<file path="config.mk">
export PLATFORM = sky130hd
export DESIGN_NAME = trim_ctrl
export DESIGN_NICKNAME = d
export VERILOG_FILES = /design/src/rtl/trim_pkg.sv /design/src/rtl/trim_frame_rx.sv /design/src/rtl/trim_nv_store.sv /design/src/rtl/trim_work_regs.sv /design/src/rtl/trim_ctrl.sv
export SDC_FILE = /design/constraint.sdc
export NUM_CORES = 1
export LEC_CHECK = 0
export ABC_AREA = 1
export BUFFER_PORTS_ARGS = -buffer_cell sky130_fd_sc_hd__buf_2
export CORE_ASPECT_RATIO = 1.4
export CORE_MARGIN = 4
export CORE_UTILIZATION = 40
export DETAILED_ROUTE_END_ITERATION = 7
export PLACE_DENSITY_LB_ADDON = 0.3
export SKIP_CTS_REPAIR_TIMING = 1
export SLEW_MARGIN = 10
export SYNTH_ARGS = -nofsm -noshare
export SYNTH_HDL_FRONTEND = slang
export SYNTH_SLANG_ARGS = --single-unit
</file>
<file path="constraint.sdc">
create_clock -name clk -period 2.9 [get_ports clk]
set_clock_uncertainty 0.1 [all_clocks]
set_input_delay 0.29 -clock clk [delete_from_list [all_inputs] [get_ports clk]]
set_output_delay 0.29 -clock clk [all_outputs]
set_load 0.02 [all_outputs]
</file>
<file path="src/rtl/trim_pkg.sv">
package trim_pkg;

    localparam int CODE_W   = 8;
    localparam int NUM_CH   = 2;
    localparam int HDR_BITS = 4;

    typedef logic [CODE_W-1:0]          code_t;
    typedef logic [NUM_CH-1:0][CODE_W-1:0] code_vec_t;

    typedef enum logic [1:0] {
        OP_LOAD  = 2'b00,
        OP_READ  = 2'b01,
        OP_STORE = 2'b10,
        OP_NOP   = 2'b11
    } op_e;

    typedef enum logic [2:0] {
        RX_HUNT,
        RX_HDR,
        RX_DATA,
        RX_READ,
        RX_GAP
    } rx_state_e;

    typedef struct packed {
        logic hit;
        logic ch;
        op_e  op;
    } hdr_t;

    // bits[0]=A0, bits[1]=A1, bits[2]=O0, bits[3]=O1
    function automatic hdr_t decode_hdr(input logic [HDR_BITS-1:0] bits);
        hdr_t d;
        d.hit = bits[1];
        d.ch  = bits[0];
        d.op  = op_e'({bits[3], bits[2]});
        return d;
    endfunction

endpackage

</file>
<file path="src/rtl/trim_frame_rx.sv">
module trim_frame_rx
    import trim_pkg::*;
#(
    parameter int GAP_CYCLES = 2
) (
    input  logic      clk,
    input  logic      rst,
    input  logic      sel,
    input  logic      sdi,
    input  logic      busy,
    input  code_vec_t stored,
    output logic      ld_stb,
    output logic      ld_ch,
    output code_t     ld_code,
    output logic      st_stb,
    output logic      st_ch,
    output logic      sdo
);

    localparam int CNT_MAX = (CODE_W > GAP_CYCLES) ? CODE_W : GAP_CYCLES;
    localparam int CNT_W   = $clog2(CNT_MAX) + 1;
    localparam logic [CNT_W-1:0] HDR_LAST  = CNT_W'(HDR_BITS - 1);
    localparam logic [CNT_W-1:0] CODE_LAST = CNT_W'(CODE_W - 1);
    localparam logic [CNT_W-1:0] GAP_LAST  = CNT_W'(GAP_CYCLES - 1);

    rx_state_e          state;
    logic [CNT_W-1:0]   cnt;
    logic [HDR_BITS-2:0] hdr_q;
    code_t              shreg;
    logic               cur_hit;
    logic               cur_ch;
    hdr_t               dec;

    always_comb begin
        dec     = decode_hdr({sdi, hdr_q});
        ld_code = {sdi, shreg[CODE_W-1:1]};
        ld_ch   = cur_ch;
        ld_stb  = sel && (state == RX_DATA) && (cnt == CODE_LAST) && cur_hit;
        st_ch   = dec.ch;
        st_stb  = sel && (state == RX_HDR) && (cnt == HDR_LAST)
                  && (dec.op == OP_STORE) && dec.hit;
    end

    always_ff @(posedge clk) begin
        if (rst || !sel) begin
            state   <= RX_HUNT;
            cnt     <= '0;
            hdr_q   <= '0;
            shreg   <= '0;
            cur_hit <= 1'b0;
            cur_ch  <= 1'b0;
            sdo     <= 1'b0;
        end else begin
            unique case (state)
                RX_HUNT: begin
                    sdo <= 1'b0;
                    cnt <= '0;
                    if (sdi && !busy) state <= RX_HDR;
                end
                RX_HDR: begin
                    if (cnt == HDR_LAST) begin
                        cnt     <= '0;
                        cur_hit <= dec.hit;
                        cur_ch  <= dec.ch;
                        case (dec.op)
                            OP_LOAD: state <= RX_DATA;
                            OP_READ: begin
                                state <= RX_READ;
                                shreg <= dec.hit ? stored[dec.ch] : '0;
                            end
                            default: state <= RX_GAP;
                        endcase
                    end else begin
                        hdr_q <= {sdi, hdr_q[HDR_BITS-2:1]};
                        cnt   <= cnt + 1'b1;
                    end
                end
                RX_DATA: begin
                    shreg <= ld_code;
                    if (cnt == CODE_LAST) begin
                        state <= RX_GAP;
                        cnt   <= '0;
                    end else begin
                        cnt <= cnt + 1'b1;
                    end
                end
                RX_READ: begin
                    sdo   <= shreg[0];
                    shreg <= {1'b0, shreg[CODE_W-1:1]};
                    if (cnt == CODE_LAST) begin
                        state <= RX_GAP;
                        cnt   <= '0;
                    end else begin
                        cnt <= cnt + 1'b1;
                    end
                end
                RX_GAP: begin
                    sdo <= 1'b0;
                    if (cnt == GAP_LAST) begin
                        state <= RX_HUNT;
                        cnt   <= '0;
                    end else begin
                        cnt <= cnt + 1'b1;
                    end
                end
                default: state <= RX_HUNT;
            endcase
        end
    end

endmodule

</file>
<file path="src/rtl/trim_nv_store.sv">
module trim_nv_store
    import trim_pkg::*;
#(
    parameter int        PROG_CYCLES = 1000,
    parameter code_vec_t INIT_CODES  = {8'h3C, 8'h80}
) (
    input  logic      clk,
    input  logic      rst,
    input  logic      st_stb,
    input  logic      st_ch,
    input  logic      prog_en,
    input  code_vec_t working,
    output code_vec_t stored,
    output logic      busy
);

    localparam int PW = $clog2(PROG_CYCLES + 1);
    localparam logic [PW-1:0] P_LAST = PW'(PROG_CYCLES - 1);

    logic [PW-1:0] pcnt;
    code_t         snap;
    logic          pch;

    always_ff @(posedge clk) begin
        if (rst) begin
            stored <= INIT_CODES;
            busy   <= 1'b0;
            pcnt   <= '0;
            snap   <= '0;
            pch    <= 1'b0;
        end else if (busy) begin
            if (pcnt == P_LAST) begin
                stored[pch] <= snap;
                busy        <= 1'b0;
                pcnt        <= '0;
            end else begin
                pcnt <= pcnt + 1'b1;
            end
        end else if (st_stb && prog_en) begin
            busy <= 1'b1;
            pcnt <= '0;
            snap <= working[st_ch];
            pch  <= st_ch;
        end
    end

endmodule

</file>
<file path="src/rtl/trim_work_regs.sv">
module trim_work_regs
    import trim_pkg::*;
#(
    parameter code_vec_t INIT_CODES = {8'h3C, 8'h80}
) (
    input  logic      clk,
    input  logic      rst,
    input  logic      sel,
    input  logic      ld_stb,
    input  logic      ld_ch,
    input  code_t     ld_code,
    input  code_vec_t stored,
    output code_vec_t working
);

    for (genvar g = 0; g < NUM_CH; g++) begin : g_ch
        code_t w_q;
        always_ff @(posedge clk) begin
            if (rst)                            w_q <= INIT_CODES[g];
            else if (!sel)                      w_q <= stored[g];
            else if (ld_stb && ld_ch == 1'(g))  w_q <= ld_code;
        end
        assign working[g] = w_q;
    end

endmodule

</file>
<file path="src/rtl/trim_ctrl.sv">
module trim_ctrl
    import trim_pkg::*;
#(
    parameter int        PROG_CYCLES = 1000,
    parameter int        GAP_CYCLES  = 2,
    parameter code_vec_t INIT_CODES  = {8'h3C, 8'h80}
) (
    input  logic       clk,
    input  logic       rst,
    input  logic       sel,
    input  logic       sdi,
    input  logic       prog_en,
    output logic       sdo,
    output logic       sdo_en,
    output logic       busy,
    output logic [7:0] dac_ch1,
    output logic [7:0] dac_ch2
);

    code_vec_t stored_q;
    code_vec_t working_q;
    logic      ld_stb, ld_ch, st_stb, st_ch;
    code_t     ld_code;

    trim_frame_rx #(.GAP_CYCLES(GAP_CYCLES)) u_rx (
        .clk(clk), .rst(rst), .sel(sel), .sdi(sdi), .busy(busy),
        .stored(stored_q), .ld_stb(ld_stb), .ld_ch(ld_ch), .ld_code(ld_code),
        .st_stb(st_stb), .st_ch(st_ch), .sdo(sdo)
    );

    trim_nv_store #(.PROG_CYCLES(PROG_CYCLES), .INIT_CODES(INIT_CODES)) u_nv (
        .clk(clk), .rst(rst), .st_stb(st_stb), .st_ch(st_ch),
        .prog_en(prog_en), .working(working_q), .stored(stored_q), .busy(busy)
    );

    trim_work_regs #(.INIT_CODES(INIT_CODES)) u_work (
        .clk(clk), .rst(rst), .sel(sel), .ld_stb(ld_stb), .ld_ch(ld_ch),
        .ld_code(ld_code), .stored(stored_q), .working(working_q)
    );

    assign sdo_en  = sel;
    assign dac_ch1 = working_q[0];
    assign dac_ch2 = working_q[1];

endmodule

</file>
==> summary.txt, run 1 <==
Floorplan
  – Die width: 88.0 um
  – Die H: 120 um
  – Die area: 0.0106 mm^2
  – # rows: 40
  – Core area: 0.00866 mm^2
  – Starting Density: 41.4%
  – Io pins: 24

Clock tree
  – CTS clock-pin slew for the worst setup and hold paths: 50 ps
  – CTS tree: done
  – Max clock buf depth: 2
  – H-tree depth: 3
  – CTS Buf Count: 9
  – Clk root buf: clkbuf_16
  – Clk sinks: 73
  – Clock Latency Late Sink: 340 ps

Logic synthesis
  – Count of state elements after synthesis: 73
  – Post-Syn Area: 0.00358 mm^2
  – Ys flop type: dfxtp_1
  – Async set or reset register ratio after synthesis: 0%
  – Register area share after synthesis: 40.8%
  – Post-Syn Instances: 528
  – Count of unique library cells instantiated by Yosys: 34
  – Post-synth top area cell: dfxtp_1
  – Synth top area cells: dfxtp_1, nand2_1, a21oi_1, nor2_1, inv_1
  – Synth top area share: 40.8%
  – Mean Syn Cell Area: 6.78 um^2
  – Post-synth EDFFs: 0
  – Synth Net Count: 536
  – Synth Warn #: 0

Routing
  – TritonRoute pass-1 iters: 5
  – WL final: 9070 um
  – Routed via count: 3354
  – Via density per instance: 5.12
  – Final ANT Viol Nets: 0
  – First DRT Iteration DRCs: 230
  – Post-DR wirelength/cell: 13.8 um
  – Residual DRC: 0

Worst setup path
  – Crit-path leading delay family: simple AND/OR/NAND/NOR gates
  – Crit. End Element: flop
  – Startpoint types: flop
  – Most used cell, CP: nand2_1
  – WP data required: 3060 ps
  – Worst EP arrival: 2110 ps
  – Slowest library cell on the worst path: dfxtp_1
  – Crit path kind: flop to flop
  – Worst Path Max Fanout: 9
  – Worst-path cell chain: ha_1 > nand2_1 > nor2_1 > nand4_2 > nand2_2 > nand2_1 > a21oi_1
  – Buffer and inverter count on the worst path: 0
  – Max incr delay on CP: 400 ps

Pwr
  – NetSw: 0.497 mW
  – Comb power frac: 4.8%
  – Leakage: 1.85 nW
  – Power per cell area: 546 mW/mm^2
  – Max rail drop VDD: 349 uV
  – Flop pwr share: 46.4%
  – Int Power: 1.71 mW
  – Clock share of power: 48.8%
  – Sw Ratio: 22.5%

STA
  – Setup TNS: 0 ps
  – Fmax achieved: 511 MHz
  – RSZ-0062 raised after global routing: no
  – Final setup violation count: 0
  – Tightest Pin Transition: 490 ps
  – Tcrit/Tclk final: 67.5%
  – Rel. slew slack: 67.3%
  – Slew Limit Fails: 0
  – Final Critical Period: 1960 ps
  – Final Hold Violating Endpoints: 0
  – Hold Slack: 192 ps

Placed design
  – Hpwl dp: 6640 um
  – Port bufs: 23
  – Final Wtd Congestion: 0.912

Flow run
  – Max_cap viols: 0

GRT
  – Total GRT Usage: 18.4%
  – Number of global-route vias before repair: 3189
  – Initial antenna violation count: 0
  – First-pass GRT wire length: 15000 um
  – Grt total ovfl: 0
  – Largest net degree at the start of global routing: 40

Finish
  – P&R area growth vs syn: 12.9%
  – Share of cells above drive strength 1: 11.8%
  – Most common cell after layout, fill and taps aside: nand2_1
  – Multi-input gate area: 0.00181 mm^2
  – Sequential cell area: 0.00146 mm^2
  – Most frequent cells in the layout: nand2_1, dfxtp_1, nor2_1, inv_1, a21oi_1
  – Fill count: 871
  – NumNets Final: 553
  – N_diodes: 0

Status
  – Outcome: complete, no violations

Hold path
  – Hold/Removal Path Class: primary input to flop
-- power by group through the flow --
stage	Combinational, mW	Clock, mW	Sequential [mW]
detailed placement	0.107	0	1.05
finish	0.107	1.08	1.02
CTS	0.107	1.09	1.02
global placement	0.106	0	1.05
global route	0.120	1.14	1.02
floorplan	0.0713	0	1.05
-- worst reg2reg max path: cells and delay by family, from the launching register on --
family          cells  cell delay, ps
fa+ha+maj           1             240
flops               1             400
compound gates      1             160
simple gates        5             970
-- registers in the layout (all words and copies together) (netlist names) --
name and count:
u_rx.hdr_q 3, u_rx.sdo 1, u_rx.cur_hit 1, u_rx.state 3, u_nv.pch 1, u_rx.shreg 8, u_nv.busy 1, u_rx.ld_ch 1
u_work.g_ch.w_q 16, u_nv.pcnt 10, u_nv.snap 8, u_nv.stored 16, u_rx.cnt 4
-- metrics by stage --
stage	setup slack [ps]	util [%]	power (mW)	std cells	area [um^2]
floorplan	1340	-	1.12	528	3580
global placement	1010	43.3	1.15	639	3750
detailed placement	965	43.3	1.15	639	3750
CTS	947	46.7	2.23	655	4040
global route	783	46.7	2.29	655	4040
finish	943	46.7	2.21	655	4040
-- cell families after synthesis --
group / count (synthesis) / share of synthesized area [%]
compound gates: 102 / 15.4
xor+xnor: 2 / 0.489
fa+ha+maj: 3 / 1.05
buf+inv: 75 / 8.70
flops: 73 / 40.8
simple gates: 273 / 33.6
-- area by class of cell --
cell class | instances | area share (%)
clock buffers | 14 | 7.03
clock inverters | 2 | 0.248
inverters | 54 | 5.01
multi-input cells | 380 | 44.7
flip-flops and latches | 73 | 36.1
well taps | 105 | 3.25
repair buffers | 27 | 3.59
-- synth_stat cells, types with 3 or more instances --
library cell / count
o21bai_1: 4
nand2_1: 144
o21ai_1: 4
a22oi_1: 3
nand2_2: 7
nor2_1: 58
ha_1: 3
buf_2: 3
dfxtp_1: 73
nor2_4: 3
a21oi_1: 47
buf_6: 3
nand3_1: 35
inv_1: 50
inv_2: 3
o211ai_1: 6
clkbuf_1: 12
o21ai_0: 35
nor3_1: 13
-- worst paths after layout --
kind,to,slack (ps),cells after the start,start
max,u_work.g_ch[0].w_q[3],940,7,u_rx.cnt[0]
min,u_rx.state[1],190,4,sdi
max reg2reg,u_work.g_ch[0].w_q[3],940,7,u_rx.cnt[0]
min reg2reg,u_nv.stored[7],380,2,u_nv.stored[7]
-- metal layers --
metal  track usage [%]  share of wire, %  up-vias
li1                  -                 -     1747
met1              22.4                44     1515
met2              29.9                49       70
met3              3.23               3.0       22
met4              10.7               3.3        0
met5                 0                 0        -
Note: power is estimated with default switching activity, not from simulation.
==> run 2: changes to the inputs <==
- clock period: 2.9 -> 1.6 ns (I/O delays scaled with it)
==> run 2 against run 1 <==
Effect of this change: wire length grew 4.2%; first-iteration DRC count shrank 15%; register-to-register slack lost 930 ps; critical endpoint is now u_nv.stored[10]; sequential share of layout area shrank 3.1 points; utilization grew 4.6 points; fmax grew 23%.
==> summary.txt, run 2 (same netlist as run 1, synthesis figures left out) <==
Routing
  – Final ANT Viol Nets: 0 (unchanged)
  – WL final: 9450 um (was 9070 um)
  – Post-DR wirelength/cell: 14.0 um (was 13.8 um)
  – Routed via count: 3437 (was 3354)
  – Residual DRC: 0 (unchanged)
  – First DRT Iteration DRCs: 195 (was 230)
  – Via density per instance: 5.08 (was 5.12)
  – TritonRoute pass-1 iters: 4 (was 5)

Finish
  – Most common cell after layout, fill and taps aside: nand2_1 (unchanged)
  – N_diodes: 0 (unchanged)
  – Fill count: 845 (was 871)
  – Share of cells above drive strength 1: 21.7% (was 11.8%)
  – P&R area growth vs syn: 23.9% (was 12.9%)
  – Util after Layout: 51.3% (was 46.7%)
  – Sequential cell area: 0.00147 mm^2 (was 0.00146 mm^2)
  – NumNets Final: 577 (was 553)
  – Multi-input gate area: 0.00200 mm^2 (was 0.00181 mm^2)
  – Most frequent cells in the layout: nand2_1, dfxtp_1, inv_1, nor2_1, a21oi_1 (was nand2_1, dfxtp_1, nor2_1, inv_1, a21oi_1)
  – Largest regs: u_nv.stored (16), u_work.g_ch.w_q (16), u_nv.pcnt (10) (unchanged)

Pwr
  – Max rail drop VDD: 687 uV (was 349 uV)
  – Power per cell area: 907 mW/mm^2 (was 546 mW/mm^2)
  – Leakage: 2.03 nW (was 1.85 nW)

Clock tree
  – CTS Buf Count: 9 (unchanged)
  – Clk sinks: 73 (unchanged)
  – CTS tree: done (unchanged)
  – CTS clock-pin slew for the worst setup and hold paths: 60 ps (was 50 ps)
  – H-tree depth: 3 (unchanged)
  – Clk root buf: clkbuf_16 (unchanged)
  – Clock Latency Late Sink: 340 ps (about the same)
  – Max clock buf depth: 2 (unchanged)

STA
  – Fmax achieved: 631 MHz (was 511 MHz)
  – Setup WS post-layout: 15.6 ps (was 943 ps)
  – RSZ-0062 raised after global routing: yes (was no)
  – Rel. slew slack: 69.6% (was 67.3%)
  – Slew Limit Fails: 0 (unchanged)
  – Final setup violation count: 0 (unchanged)
  – Tcrit/Tclk final: 99.0% (was 67.5%)
  – Final Critical Period: 1580 ps (was 1960 ps)
  – Final Hold Violating Endpoints: 0 (unchanged)
  – Hold Slack: 73.3 ps (was 192 ps)
  – Tightest Pin Transition: 455 ps (was 490 ps)

Worst setup path
  – R2R cell count: 9 (was 7)
  – Worst r2r src: u_nv.pcnt[1] (was u_rx.cnt[0])
  – R2R setup slack: 20 ps (was 940 ps)
  – Startpoint types: flop (unchanged)
  – WP data required: 1710 ps (was 3060 ps)
  – Worst EP arrival: 1690 ps (was 2110 ps)
  – Crit path kind: flop to flop (unchanged)
  – R2r endpoint: u_nv.stored[10] (was u_work.g_ch[0].w_q[3])
  – Worst Path Max Fanout: 12 (was 9)
  – CP Capture Point: u_nv.stored[10] (was u_work.g_ch[0].w_q[3])
  – Crit. End Element: flop (unchanged)
  – Crit path from: u_nv.pcnt[1] (was u_rx.cnt[0])

GRT
  – Grt total ovfl: 0 (unchanged)
  – Initial antenna violation count: 0 (unchanged)
  – Most Crowded Layer GR: met2 (unchanged)
  – Met2 Resource Use GR: 32.1% (was 29.9%)
  – Number of global-route vias before repair: 3264 (was 3189)
  – Total GRT Usage: 18.7% (was 18.4%)
  – Largest net degree at the start of global routing: 39 (was 40)
  – Met1 Usage GRT: 21.4% (was 22.4%)
  – Met3 usage: 3.91% (was 3.23%)
  – First-pass GRT wire length: 15400 um (was 15000 um)

Status
  – Outcome: complete, no violations (unchanged)

Floorplan
  – Die area: 0.0106 mm^2 (unchanged)
  – Starting Density: 41.4% (unchanged)
  – # rows: 40 (unchanged)
  – Die H: 120 um (unchanged)
  – Io pins: 24 (unchanged)
  – Core area: 0.00866 mm^2 (unchanged)
  – Die width: 88.0 um (unchanged)

Flow run
  – Max_cap viols: 0 (unchanged)

Placed design
  – Pre-CTS setup slack: -56.0 ps (was 965 ps)
  – Hpwl dp: 6860 um (was 6640 um)
  – Port bufs: 23 (unchanged)
  – Final Wtd Congestion: 0.923 (was 0.912)

Hold path
  – Hold/Removal Path Class: primary input to flop (unchanged)
run 2: cell types whose count changed in the layout (fill, tap and decap cells not counted), moves of 6 or more:
cell / before / now
buf_4: 4 / 22
nor2_1: 58 / 47
nor2_2: 1 / 7
nor3_1: 13 / 3
nor3_2: 1 / 10
run 2: area by class of cell:
class                      instances  share of cell area (%)
clock buffer                      10                    5.38
clock inverter                     4                    1.01
inverter                          54                    4.57
multi-input combinational        380                    45.0
sequential                        73                    33.1
tap                              105                    2.96
timing repair buffer              51                    8.03
run 2: worst min path at each step:
stage                   start        endpoint  slack (ps)  cells after the start
2_1_floorplan             rst    u_nv.snap[0]         220                      2
3_3_place_gp   u_nv.stored[7]  u_nv.stored[7]         360                      2
3_5_place_dp   u_nv.stored[7]  u_nv.stored[7]         370                      2
4_1_cts                   sdi   u_rx.state[1]          80                      4
5_1_grt                   sdi   u_rx.state[1]         110                      4
6_report                  sdi   u_rx.state[1]          70                      4
run 2: power by group:
part / total, mW / internal (mW) / switching, mW
logic: 0.222 / 0.0692 / 0.153
registers: 1.85 / 1.84 / 0.0185
clock network: 1.95 / 1.22 / 0.726
run 2: critical path, cell delays in order, from the launching register on:
cell      delay [ps]
dfxtp_2          350
ha_4             150
nand2_4           50
nor2_2           120
nand3_2          140
nor2_4           160
nand2_1           70
buf_6            160
nand2_1           60
o211ai_1          80
run 2: metal layers:
| metal | share of wire [%] | up-vias |
|---|---|---|
| met4 | 2.9 | 0 |
| met2 | 53 | 50 |
| met1 | 42 | 1574 |
| li1 | - | 1791 |
| met5 | 0 | - |
| met3 | 2.5 | 22 |
run 2: metrics by stage:
stage	cell area (um^2)	total power, mW	cells	setup TNS (ps)
CTS	4210	4.05	675	-255
floorplan	3580	2.03	528	0
finish	4440	4.02	677	0
detailed placement	3930	2.10	661	-128
global placement	3930	2.10	661	-29.5
global route	4440	4.17	677	-835
==> run 3: changes to the inputs <==
- CORE_ASPECT_RATIO: 1.4 -> 0.9
==> run 3 against run 2 <==
Effect of this change: first-iteration DRC count increased by 18%; worst hold slack improved by 3.8 ps; register-to-register slack about the same; worst setup slack improved by 12 ps; die area decreased by 0.18%; non-clock buffer count unchanged; wire length increased by 2.1%; utilization about the same; clock-buffer cell count unchanged; via count increased by 3.0%; power decreased by 8.5%; critical endpoint is now u_nv.stored[2].
==> summary.txt, run 3 (same netlist as run 1, synthesis figures left out) <==
Status
  – Outcome: complete, no violations (unchanged)

GRT
  – Number of global-route vias before repair: 3076 (was 3264)
  – First-pass GRT wire length: 15400 um (about the same)
  – Grt total ovfl: 0 (unchanged)
  – Total GRT Usage: 18.1% (was 18.7%)
  – Initial antenna violation count: 0 (unchanged)
  – Largest net degree at the start of global routing: 28 (was 39)

Finish
  – P&R area growth vs syn: 23.8% (was 23.9%)
  – NumNets Final: 580 (was 577)
  – Non-filler cells, final: 695 (was 677)
  – Util after Layout: 51.3% (about the same)
  – Share of cells above drive strength 1: 22.6% (was 21.7%)
  – Fill count: 860 (was 845)
  – Most frequent cells in the layout: nand2_1, dfxtp_1, nor2_1, inv_1, a21oi_1 (was nand2_1, dfxtp_1, inv_1, nor2_1, a21oi_1)
  – N_diodes: 0 (unchanged)
  – Most common cell after layout, fill and taps aside: nand2_1 (unchanged)
  – Largest regs: u_nv.stored (16), u_work.g_ch.w_q (16), u_nv.pcnt (10) (unchanged)

Clock tree
  – Max clock buf depth: 2 (unchanged)
  – Clk root buf: clkbuf_8 (was clkbuf_16)
  – H-tree depth: 3 (unchanged)
  – CTS tree: done (unchanged)
  – CTS clock-pin slew for the worst setup and hold paths: 80 ps (was 60 ps)
  – Clk sinks: 73 (unchanged)
  – CTS Buf Count: 9 (unchanged)
  – Clock Latency Late Sink: 340 ps (about the same)

Worst setup path
  – R2R cell count: 8 (was 9)
  – Worst Path Max Fanout: 6 (was 12)
  – Startpoint types: flop (unchanged)
  – Max incr delay on CP: 360 ps (was 350 ps)
  – Slowest library cell on the worst path: dfxtp_2 (unchanged)
  – Worst-path cell chain: ha_4 > nand2_4 > buf_6 > nor2_4 > nand4_1 > buf_6 > nor3_2 > nor2_1 (was ha_4 > nand2_4 > nor2_2 > nand3_2 > nor2_4 > nand2_1 > buf_6 > nand2_1 > o211ai_1)
  – R2r endpoint: u_nv.stored[2] (was u_nv.stored[10])
  – R2R setup slack: 30 ps (was 20 ps)
  – Crit path kind: flop to flop (unchanged)
  – Crit-path leading delay family: simple AND/OR/NAND/NOR gates (unchanged)
  – WP data required: 1730 ps (was 1710 ps)
  – Crit path from: u_nv.pcnt[1] (unchanged)
  – Buffer and inverter count on the worst path: 2 (was 1)
  – Crit. End Element: flop (unchanged)
  – Most used cell, CP: buf_6 (was nand2_1)
  – Worst EP arrival: 1700 ps (was 1690 ps)
  – Worst r2r src: u_nv.pcnt[1] (unchanged)

Hold path
  – Hold endpoint: u_rx.state[1] (unchanged)
  – Hold/Removal Path Class: primary input to flop (unchanged)
  – Hold Crit Start: sdi (unchanged)
  – Hold depth: 4 (unchanged)

Pwr
  – Leakage: 2.03 nW (about the same)
  – Int Power: 2.81 mW (was 3.13 mW)
  – Comb power frac: 6.0% (was 5.5%)
  – Max rail drop VDD: 551 uV (was 687 uV)
  – NetSw: 0.872 mW (was 0.898 mW)
  – Clock share of power: 43.7% (was 48.4%)
  – Power per cell area: 830 mW/mm^2 (was 907 mW/mm^2)
  – Flop pwr share: 50.2% (was 46.1%)
  – Sw Ratio: 23.7% (was 22.3%)

Placed design
  – Final Wtd Congestion: 0.857 (was 0.923)
  – Placed cells: 674 (was 661)
  – Hpwl dp: 6800 um (was 6860 um)
  – Port bufs: 23 (unchanged)
  – Pre-CTS setup slack: -78.6 ps (was -56.0 ps)

Floorplan
  – Die width: 108 um (was 88.0 um)
  – # rows: 32 (was 40)
  – Core area: 0.00865 mm^2 (was 0.00866 mm^2)
  – Starting Density: 41.4% (about the same)
  – Die H: 97.8 um (was 120 um)
  – Die area: 0.0105 mm^2 (was 0.0106 mm^2)
  – Io pins: 24 (unchanged)

STA
  – Setup WS post-layout: 27.1 ps (was 15.6 ps)
  – Rel. slew slack: 75.3% (was 69.6%)
  – RSZ-0062 raised after global routing: yes (unchanged)
  – Tightest Pin Transition: 370 ps (was 455 ps)
  – Final setup violation count: 0 (unchanged)
  – Final Critical Period: 1570 ps (was 1580 ps)
  – Final Hold Violating Endpoints: 0 (unchanged)
  – Fmax achieved: 636 MHz (was 631 MHz)
  – Slew Limit Fails: 0 (unchanged)
  – Tcrit/Tclk final: 98.3% (was 99.0%)

Flow run
  – Max_cap viols: 0 (unchanged)

Routing
  – TritonRoute pass-1 iters: 6 (was 4)
  – Residual DRC: 0 (unchanged)
  – Post-DR wirelength/cell: 13.9 um (was 14.0 um)
  – Final ANT Viol Nets: 0 (unchanged)
  – Routed via count: 3539 (was 3437)
  – Via density per instance: 5.09 (was 5.08)
  – WL final: 9650 um (was 9450 um)
  – First DRT Iteration DRCs: 231 (was 195)
[run 3: through the flow]
stage,hold WS (ps),setup TNS (ps),power (mW),instance area [um^2]
final,77.1,0,3.68,4430
after global routing,101,-1590,3.82,4430
after CTS,54.9,-936,3.70,4150
after detailed placement,373,-542,2.10,3940
after global placement,361,-458,2.10,3940
after floorplan,223,0,2.03,3580
[run 3: how the worst max path moves through the flow]
stage	endpoint	slack (ps)	cells after the start
3_3_place_gp	u_nv.stored[10]	-80	8
3_5_place_dp	u_nv.stored[13]	-80	8
6_report	u_nv.stored[2]	30	8
4_1_cts	u_nv.stored[8]	-110	9
2_1_floorplan	u_work.g_ch[1].w_q[2]	40	8
5_1_grt	u_rx.cnt[0]	-80	7
[run 3: power groups by stage]
stage / clock, mW / combinational, mW / sequential [mW]
after global routing: 1.73 / 0.244 / 1.85
final: 1.61 / 0.222 / 1.85
after global placement: 0 / 0.211 / 1.89
after detailed placement: 0 / 0.212 / 1.89
after CTS: 1.64 / 0.212 / 1.85
after floorplan: 0 / 0.129 / 1.90
[run 3: layout make-up]
type	count	area [um^2]	area share, %
multi-input combinational	383	2030	45.8
sequential	73	1470	33.1
timing repair buffer	51	364	8.21
inverter	54	206	4.66
tap	119	149	3.36
clock buffer	10	138	3.10
clock inverter	5	80.1	1.81
[run 3: routing by layer]
| layer | global-route usage (%) | share of wire [%] | vias up |
|---|---|---|---|
| met2 | 25.7 | 46 | 101 |
| li1 | - | - | 1797 |
| met1 | 27.6 | 48 | 1637 |
| met3 | 4.36 | 5.4 | 4 |
| met4 | 3.98 | 0.46 | 0 |
| met5 | 0 | 0 | - |
[run 3: tightest hold or removal path: cells and delay by family]
kind            cells  cell delay, ps
buf+inv             1             120
compound gates      1              60
simple gates        2             130
